### config.mk
export PLATFORM = sky130hd
export DESIGN_NAME = pwm_dac_gen
export DESIGN_NICKNAME = d
export VERILOG_FILES = /design/src/rtl/pwm_dac_gen.sv
export SDC_FILE = /design/constraint.sdc
export NUM_CORES = 1
export LEC_CHECK = 0
export CORE_UTILIZATION = 63
export DETAILED_ROUTE_END_ITERATION = 10
export DONT_BUFFER_PORTS = 1
export PLACE_DENSITY_LB_ADDON = 0.3
export SETUP_SLACK_MARGIN = 0.05
export SYNTH_ARGS = -nofsm -noshare
export SYNTH_HDL_FRONTEND = slang
export SYNTH_SLANG_ARGS = --single-unit
### constraint.sdc
create_clock -name clk -period 2.9 [get_ports clk]
set_input_delay 0.725 -clock clk [delete_from_list [all_inputs] [get_ports clk]]
set_output_delay 0.725 -clock clk [all_outputs]
set_load 0.1 [all_outputs]
### src/rtl/pwm_dac_gen.sv
module pwm_dac_gen #(
  parameter int CW = 14
) (
  input  logic          clk,
  input  logic          rst_n,
  input  logic          wr_en,
  input  logic [1:0]    wr_addr,
  input  logic [CW:0]   wr_data,
  output logic          pwm_a,
  output logic          pwm_b
);
  localparam int PW = 14;

  logic [5:0]    ctrl;
  logic [CW:0]   data_a, data_b, act_a, act_b;
  logic [CW-1:0] cnt;
  logic [PW-1:0] div_cnt, div_max;

  wire run  = ctrl[3];
  wire tick = run && (div_cnt >= div_max);
  wire wrap = tick && (cnt == '1);

  always_comb begin
    case (ctrl[2:0])
      3'd0:    div_max = PW'(0);
      3'd1:    div_max = PW'(1);
      3'd2:    div_max = PW'(63);
      3'd3:    div_max = PW'(127);
      3'd4:    div_max = PW'(255);
      3'd5:    div_max = PW'(1023);
      3'd6:    div_max = PW'(4095);
      default: div_max = PW'(16383);
    endcase
  end

  function automatic logic level(input logic [CW:0] d, input logic [CW-1:0] c);
    logic [CW-1:0] v;
    logic [CW-7:0] r6;
    logic [CW-9:0] r8;
    v = d[CW:1];
    for (int i = 0; i < CW - 6; i++) r6[i] = c[CW-1-i];
    for (int i = 0; i < CW - 8; i++) r8[i] = c[CW-1-i];
    if (d[0])
      level = (c[7:0] < v[CW-1:CW-8]) ||
              ((c[7:0] == v[CW-1:CW-8]) && (r8 < v[CW-9:0]));
    else
      level = (c[5:0] < v[CW-1:CW-6]) ||
              ((c[5:0] == v[CW-1:CW-6]) && (r6 < v[CW-7:0]));
  endfunction

  always_ff @(posedge clk) begin
    if (!rst_n) begin
      ctrl    <= '0;
      data_a  <= '0;
      data_b  <= '0;
      act_a   <= '0;
      act_b   <= '0;
      cnt     <= '0;
      div_cnt <= '0;
      pwm_a   <= 1'b0;
      pwm_b   <= 1'b0;
    end else begin
      if (wr_en) begin
        case (wr_addr)
          2'd0:    ctrl   <= wr_data[5:0];
          2'd1:    data_a <= wr_data;
          2'd2:    data_b <= wr_data;
          default: ;
        endcase
      end
      if (!run) begin
        cnt     <= '0;
        div_cnt <= '0;
      end else if (tick) begin
        cnt     <= cnt + 1'b1;
        div_cnt <= '0;
      end else begin
        div_cnt <= div_cnt + 1'b1;
      end
      if (!run || wrap) begin
        act_a <= data_a;
        act_b <= data_b;
      end
      pwm_a <= run && ctrl[4] && level(act_a, cnt);
      pwm_b <= run && ctrl[5] && level(act_b, cnt);
    end
  end

  AST_STOP_CLEARS: assert property (@(posedge clk) disable iff (!rst_n)
    !run |=> (cnt == '0 && !pwm_a && !pwm_b));
  AST_EN_A_LOW: assert property (@(posedge clk) disable iff (!rst_n)
    !ctrl[4] |=> !pwm_a);
  AST_EN_B_LOW: assert property (@(posedge clk) disable iff (!rst_n)
    !ctrl[5] |=> !pwm_b);
  AST_HOLD_BETWEEN_TICKS: assert property (@(posedge clk) disable iff (!rst_n)
    (run && !tick) |=> $stable(cnt));
  AST_ACT_HOLD: assert property (@(posedge clk) disable iff (!rst_n)
    (run && !wrap) |=> ($stable(act_a) && $stable(act_b)));
endmodule

-- Yosys cells after proc, flatten, opt, wreduce, memory -nomap -nowiden
Index checks and enable logic that the tools add are counted.
- reduce and logical (&&, ||, !) cells: 23
- order comparisons: 9
- bitwise gates (word level): 2
- mux-type cells: 5
- equal/unequal tests: 13
- $add $sub $neg: 2
- operators by type and width (kind ; number):
    14-bit case mux with 7 select lines ; 1
    8-bit less-than comparator ; 4
    14-bit by 1-bit adder with 14-bit output (second input constant) ; 2
    6-bit less-than comparator ; 4
    8-bit equality test ; 2
    14-bit equality test (second input constant) ; 1
    14-bit >= comparator ; 1
    6-bit equality test ; 2
    1-bit logical AND ; 10
    3-bit equality test (second input constant) ; 3
    2-bit AND reduction ; 4
    3-bit by 2-bit equality test with 1-bit output (second input constant) ; 2
    1-bit logical OR ; 5
    1-bit two-way mux ; 4
    3-bit by 1-bit equality test with 1-bit output (second input constant) ; 1
    3-bit zero test ; 1
    3-bit OR reduction ; 1
    2-bit by 1-bit equality test with 1-bit output (second input constant) ; 1
    2-bit equality test (second input constant) ; 1
    2-bit zero test ; 1
    1-bit inverter ; 2
    1-bit zero test ; 1
- output and inout port bits: 2
- logic and storage cells: 63
- register bits after elaboration: 96
- input bits: 20

-- Depth between registers and ports, before layout
Gate-level depths: netlist (run 1).
- depth in word-level cells: 6
- depth in mapped cells: 11
- depth with buffers taken out: 8

-- Least setup slack after synthesis (run 1)
Ideal clock, no wire load.
- path type: register to register
- start: reg ctrl[0]
- end: reg act_a[0]
- path slack: 0.395 ns
- data required time: 2.782 ns
- stages on the path, launching flop included: 12
- arrival: 2.387 ns
- clock period less this slack: 2.505 ns
- library setup time: 0.118 ns
- path buffers: 3
- cells stage by stage: dfxtp_1 > or3_1 > ha_1 > nand2b_1 > a21oi_2 > o311ai_4 > and2_4 > buf_6 > o41a_1 > buf_6 > buf_12 > mux2i_1
- cells in the longest elaborated chain, start to end: 6
- elaborated cells on any way between the ends: 12
- classes of those cells: order compare (1); eq/ne (6); mux (1); reduce/logical (4)
- ends and longest elaborated chain (what ; RTL line ; text):
    start: declaration ; 14 ; logic [5:0] ctrl;
    start signal: assignment ; 65 ; 2'd0: ctrl <= wr_data[5:0];
    3-bit equality test (tied with other cells) ; 24 ; case (ctrl[2:0])
    14-bit case mux with 7 select lines (*) ; 24 ;
    14-bit >= comparator (*) ; 20 ; wire tick = run && (div_cnt >= div_max);
    1-bit logical AND (*) ; 20 ;
    1-bit logical AND (*) ; 21 ; wire wrap = tick && (cnt == '1);
    1-bit logical OR (*) ; 80 ; if (!run || wrap) begin
    end signal: assignment ; 81 ; act_a <= data_a;
    end: declaration ; 15 ; logic [CW:0] data_a, data_b, act_a, act_b;
Every way passes the cells marked *; elsewhere a longest branch is shown, timed or not.
A chain may end at the register's enable or synchronous reset.

-- Worst setup path after layout (run 1)
- start: reg ctrl[1]
- end: reg act_b[4]
- cells in the longest elaborated chain, start to end: 6
- elaborated cells on any way between the ends: 12
- classes of those cells: order compare (1); eq/ne (6); mux (1); reduce/logical (4)
- ends and longest elaborated chain (what ; RTL line ; text):
    3-bit equality test (tied with other cells) ; 24 ;
    14-bit case mux with 7 select lines (*) ; 24 ;
    14-bit >= comparator (*) ; 20 ;
    1-bit logical AND (*) ; 20 ;
    1-bit logical AND (*) ; 21 ;
    1-bit logical OR (*) ; 80 ;
    end signal: assignment ; 82 ; act_b <= data_b;
    end: declaration ; 15 ;
Marked as above.

==> results of run 1 <==
## critical path, delay by kind of cell, from the launching register on
kind / cells / cell delay, ps
AOI/OAI and AO/OA: 2 / 750
adders and majority gates: 1 / 360
buffers and inverters: 1 / 220
DFF: 1 / 440
muxes: 1 / 180
and+or+nand+nor: 4 / 680
## cells by family (layout without fill, tap and decap cells)
group           count (synthesis)  after routing  synth area share [%]
simple gates                  241            241                 21.03
compound gates                101            101                 13.28
flops                          96             96                 36.37
buf+inv                        64             59                 5.778
fa+ha+maj                      58             58                 13.73
mux                            36             36                 6.820
xor+xnor                       18             18                 2.984
## sequential cells by signal (all words and copies together), names as in the netlist
name and flops:
act_b 15, pwm_a 1, act_a 15, data_b 15, div_cnt 14, pwm_b 1
ctrl 6, cnt 14, data_a 15
## metal layers
layer | track usage [%] | routed length, um | up-vias
met5 | 0 | 0 | -
met4 | 8.974 | 218 | 0
met2 | 45.96 | 5322 | 68
met3 | 5.366 | 384 | 17
li1 | - | - | 2085
met1 | 33.03 | 5034 | 1973
## cells in the mapped netlist (2+ instances only)
master | n | area [sq um]
nand2_1 | 139 | 521.8
dfxtp_1 | 96 | 1922
ha_1 | 58 | 725.7
inv_1 | 38 | 142.6
mux2i_1 | 36 | 360.4
a21boi_0 | 31 | 232.7
nor2_1 | 28 | 105.1
a21oi_1 | 24 | 120.1
clkbuf_1 | 20 | 75.07
nand3_1 | 18 | 90.09
o21ai_0 | 13 | 65.06
nor2b_1 | 11 | 68.82
nand4_1 | 10 | 62.56
xnor2_1 | 10 | 87.58
a21o_1 | 9 | 67.56
xor2_1 | 8 | 70.07
a2111oi_0 | 6 | 52.55
nand2b_1 | 6 | 37.54
a211oi_1 | 4 | 30.03
or3_1 | 4 | 25.02
and4_1 | 3 | 26.28
buf_12 | 3 | 60.06
or4_1 | 3 | 22.52
a21oi_2 | 2 | 17.52
a31oi_1 | 2 | 12.51
and2_1 | 2 | 12.51
and3_1 | 2 | 12.51
and3b_1 | 2 | 17.52
buf_6 | 2 | 22.52
nand3b_1 | 2 | 15.01
nand4b_1 | 2 | 17.52
nor4_1 | 2 | 12.51
o31ai_1 | 2 | 15.01
## layout by cell type (no fill, tap or decap), drive strengths merged, types with 4 or more instances in the layout
cell type,count
mux2i,36
a21oi,26
inv,39
a211oi,4
nand2,139
buf,5
nor2,29
nor2b,11
a21boi,31
clkbuf,11
dfxtp,96
or3,4
nand3,18
ha,58
xor2,8
xnor2,10
a21o,9
and2,4
nand4,11
o21ai,13
a2111oi,6
nand2b,6
## worst max-delay path by stage
stage / from / to / slack [ps] / depth (start not counted)
floorplan: ctrl[0] / act_a[0] / 400 / 11
global placement: ctrl[1] / act_b[9] / 280 / 9
detailed placement: ctrl[0] / act_b[11] / 220 / 9
CTS: ctrl[1] / act_b[4] / 190 / 9
global route: ctrl[1] / act_a[10] / 70 / 9
finish: ctrl[1] / act_b[4] / 190 / 9
## through the flow
step	setup slack [ps]	instances	hold WS, ps	power, uW	area [sq um]
2_1_floorplan	395.2	614	414.4	1572	5284
5_1_grt	73.93	714	480.0	2567	5509
3_3_place_gp	280.5	698	437.5	1576	5304
6_report	186.2	714	457.1	2470	5509
4_1_cts	193.2	714	457.2	2482	5509
3_5_place_dp	219.1	698	451.5	1586	5304
## final cells by class
class,instances,area [sq um],area share [%]
Inverter,38,142.6,2.589
Clock buffer,11,141.4,2.566
Multi-Input combinational cell,454,3058,55.51
Sequential cell,96,1922,34.89
Clock inverter,5,63.81,1.158
Tap cell,105,131.4,2.385
Timing Repair Buffer,5,50.05,0.9085
## where the power goes
group / total (uW) / switching, uW / internal, uW / leakage, uW
clock network: 910 / 481 / 429 / 0.000100
logic: 201 / 111 / 89.5 / 0.00111
registers: 1360 / 16.3 / 1340 / 0.000777
==> reports/results.tsv, run 1 <==
stage	metric	value	unit
critical_path	CP max FO	25	
min_path	Worst Hold Class	flop to flop	
logic_synthesis	Seq/Total Area, Yosys	36.37	%
die	initial core utilization	64.63	%
die	Die W	93.58	um
logic_synthesis	Netlist cell types	49	
clock_tree	PostCTS Resize Cnt	0	
clock_tree	CTS tree	yes	
clock_tree	H-tree depth	3	
placement	Routability Congestion	0.8562	
critical_path	CP Cell Sequence	nand3_1, ha_1, nand4_2, nor2_4, o311ai_4, and2_4, o41a_2, buf_12, mux2i_1	
die	CORE AREA	8175	sq um
drt	drt wl/cell	15.35	um
layout	final core utilization	67.39	%
job	Max Cap Viol	0	
pwr	Power per Cell Area	448.3	nW/um^2
critical_path	CP Capture Type	flop	
timing	min Tclk post-route	2714	ps
clock_tree	TritonCTS buffer count	9	
outcome	outcome	finished clean	
logic_synthesis	Syn Inst Count	614	
drt	Post-route DRC	0	
clock_tree	clk sinks	96	
min_path	hold path depth	2	
timing	Final Slew Violations	0	
clock_tree	Clk Latency, worst-skew pair	370	ps
die	die area	8757	sq um
drt	antenna violation net count after detailed routing	0	
global_route	initial antenna violation count	0	
layout	layout cell share with drive strength beyond 1	4.762	%
critical_path	R2R cell count	9	
drt	DRT Pass-1 Iters	4	
critical_path	r2r setup slk	190	ps
critical_path	R2R Path End	act_b[4]	
clock_tree	Hold Buf Count CTS	0	
critical_path	Max stage delay cell, worst path	o41a_2	
global_route	gr ovfl total	0	
placement	buffers added on ports	0	
timing	Final Skew	13.00	ps
logic_synthesis	Syn Area/Cell	8.606	sq um
die	FP Rows	33	
critical_path	CP required	3190	ps
min_path	hold_sp	data_a[9]	
timing	Slew Limit Headroom	37.34	%
layout	Filler cells	677	
logic_synthesis	Main synth FF type	dfxtp_1	
drt	via/cell ratio	5.803	
critical_path	Worst Path Arrival	3000	ps
timing	final hold violation count	0	
drt	routed via count	4143	
critical_path	Critical Path Source Type	flop	
logic_synthesis	EDFF count, synth	0	
global_route	largest net degree at the start of global routing	99	
layout	NumNets Final	682	
global_route	first-pass GRT wire length	18200	um
global_route	number of global-route vias before repair	3966	
layout	Area Growth Syn to Fin	4.262	%
clock_tree	clock transition at the registers of the reported paths	100	ps
timing	highest clock rate	368.5	MHz
timing	Final Setup Violations	0	
min_path	Hold Crit Endpoint	act_a[9]	
die	Die Span Y	93.58	um
global_route	Total GRT Usage	26.64	%
layout	diodes inserted	0	
pwr	leakage power	0.001986	uW
logic_synthesis	share of flip-flops with an asynchronous set or reset after synthesis	0	%
timing	RSZ-0062 raised after global routing	false	
logic_synthesis	Synth Register Bits	96	
drt	WL final	10960	um
timing	setup TNS	0	ps
timing	crit share post-route	93.58	%
die	Ports	22	
timing	Least-Margin Pin Slew	938.6	ps
logic_synthesis	Ys Warns	0	
logic_synthesis	Mapped Area	5284	sq um
critical_path	max incr delay on CP	600	ps
critical_path	RR Startpoint	ctrl[1]	
drt	DRT iter0 DRCs	153	
critical_path	critical path type	flop to flop	
placement	DP HPWL	8196	um
clock_tree	Max clock buf depth	2	
clock_tree	root buffer cell	clkbuf_8	
pwr	Peak VDD IR	0.3365	mV
clock_tree	Post-CTS Setup Repair Bufs	0	
logic_synthesis	Syn Nets	692	
Power figures use the tool's default switching activity.
==> inputs of run 2 (changes only) <==
- HOLD_SLACK_MARGIN: not set -> 0.06
==> results of run 2 <==
Same layout as run 1: the final DEF is identical, and so are final timing and power.
==> inputs of run 3 (changes only) <==
- CORE_UTILIZATION: 63 -> 61
- DONT_BUFFER_PORTS: 1 -> not set
==> run 3 against run 2 <==
Utilization up 1.2 points. Combinational power grew 21%. Clock skew increased by 0.81 ps. Maximum frequency up 0.18%. Setup slack gained 4.8 ps. Highest routed layer unchanged.
==> reports/results.tsv, run 3 (synthesized netlist as in run 1, its figures left out) <==
stage	metric	value	unit
pwr	logic gate share of total power	10.0	%
timing	Final Skew	13.81	ps
clock_tree	Clk Latency, worst-skew pair	360	ps
placement	placed insts	718	
timing	setup TNS	0	ps
timing	final hold violation count	0	
critical_path	R2R cell count	9	
timing	Least-Margin Pin Slew	626.1	ps
drt	WL final	10900	um
timing	Final Setup Violations	0	
critical_path	R2R Path End	act_b[9]	
layout	final core utilization	68.55	%
timing	crit share post-route	93.41	%
clock_tree	CTS tree	yes	
global_route	Total GRT Usage	25.46	%
pwr	switching pwr	647.4	uW
critical_path	CP Capture Type	flop	
pwr	Power, Total	2446	uW
layout	most frequent cells in the layout	139 x nand2_1, 96 x dfxtp_1, 58 x ha_1	
die	initial core utilization	63.67	%
layout	layout cell share with drive strength beyond 1	5.246	%
timing	Final Slew Violations	0	
critical_path	CP max FO	30	
critical_path	Worst Path Arrival	2940	ps
global_route	first-pass GRT wire length	18050	um
drt	Post-route DRC	0	
outcome	outcome	finished clean	
drt	DRT iter0 DRCs	244	
critical_path	critical path type	flop to flop	
pwr	Power per Cell Area	430.0	nW/um^2
die	Die Span Y	95.07	um
drt	drt wl/cell	14.85	um
die	Ports	22	
drt	antenna violation net count after detailed routing	0	
timing	highest clock rate	369.1	MHz
clock_tree	TritonCTS buffer count	9	
clock_tree	Max clock buf depth	2	
clock_tree	H-tree depth	3	
drt	DRT Pass-1 Iters	5	
job	Max Cap Viol	0	
global_route	initial antenna violation count	0	
drt	routed via count	4198	
pwr	Int Pwr	1799	uW
layout	Finished Cell Area	5689	sq um
layout	NumNets Final	702	
clock_tree	Post-CTS Setup Repair Bufs	0	
min_path	hold_sp	data_a[5]	
layout	Filler cells	647	
global_route	gr ovfl total	0	
layout	final std cells w/o fill	734	
pwr	Seq pwr share	55.6	%
pwr	sw frac	26.46	%
critical_path	Critical Path Source Type	flop	
critical_path	CP required	3130	ps
global_route	largest net degree at the start of global routing	66	
layout	diodes inserted	0	
die	CORE AREA	8299	sq um
layout	Area Growth Syn to Fin	7.672	%
clock_tree	clk sinks	96	
min_path	Worst Hold Class	flop to flop	
clock_tree	root buffer cell	clkbuf_8	
timing	min Tclk post-route	2709	ps
pwr	Peak VDD IR	0.3096	mV
critical_path	r2r setup slk	190	ps
pwr	leakage power	0.002057	uW
drt	via/cell ratio	5.719	
die	Die W	95.07	um
pwr	clock power share	34.4	%
placement	area post-placement	5497	sq um
placement	DP HPWL	8308	um
clock_tree	clock transition at the registers of the reported paths	100	ps
placement	Routability Congestion	0.9105	
critical_path	RR Startpoint	ctrl[1]	
min_path	Hold Crit Endpoint	act_a[5]	
min_path	hold path depth	2	
die	die area	9038	sq um
timing	RSZ-0062 raised after global routing	false	
global_route	number of global-route vias before repair	3944	
die	FP Rows	33	
layout	commonest non-fill, non-tap cell in the layout	nand2_1	
timing	Slew Limit Headroom	58.13	%
placement	buffers added on ports	21	
[run 3: per-stage QoR]
| stage | setup slack [ps] | hold slack [ps] |
|---|---|---|
| after global routing | 82.56 | 474.6 |
| final | 191.0 | 460.6 |
| after CTS | 147.9 | 461.9 |
| after floorplan | 395.2 | 414.4 |
| after global placement | 332.3 | 438.5 |
| after detailed placement | 236.2 | 448.1 |
[run 3: worst max-delay path by stage]
stage / start / to / depth (start not counted)
6_report: ctrl[1] / act_b[9] / 9
2_1_floorplan: ctrl[0] / act_a[0] / 11
4_1_cts: ctrl[1] / act_b[9] / 9
3_3_place_gp: ctrl[1] / act_b[9] / 9
3_5_place_dp: ctrl[1] / act_b[9] / 9
5_1_grt: ctrl[1] / act_b[9] / 9
[run 3: area by class of cell]
cell class | count | area [sq um] | area share (%)
clock buffers | 10 | 137.6 | 2.419
clock inverters | 6 | 52.55 | 0.9237
inverters | 38 | 142.6 | 2.507
multi-input cells | 454 | 3060 | 53.79
flip-flops and latches | 96 | 1922 | 33.78
well taps | 105 | 131.4 | 2.309
repair buffers | 25 | 242.7 | 4.267
[run 3: critical path, cell delays in order (launching register included)]
cell      delay [ps]
dfxtp_1          440
nand3_1          150
ha_1             350
nand4_2          140
o221ai_1         290
a21oi_2          120
and2_4           210
o41a_2           520
buf_12           200
mux2i_1          140
[run 3: power by group through the flow]
| stage | clock [uW] | combinational, uW | sequential (uW) |
|---|---|---|---|
| after floorplan | 0 | 188 | 1380 |
| after global placement | 0 | 231 | 1390 |
| after detailed placement | 0 | 240 | 1390 |
| after CTS | 843 | 242 | 1360 |
| after global routing | 897 | 271 | 1360 |
| final | 843 | 244 | 1360 |
[run 3: repair_timing]
item | 4_1_cts | 5_1_grt
endpoints found under the setup margin | 0 | 30
gates resized for setup | 0 | 2
hold buffers | 0 | 0
[run 3: per-layer routing]
metal	vias up	GRT usage (%)	wire length [um]
li1	2128	-	-
met3	12	3.349	384
met5	-	0	0
met4	0	7.323	122
met2	83	43.39	5155
met1	1975	33.53	5235
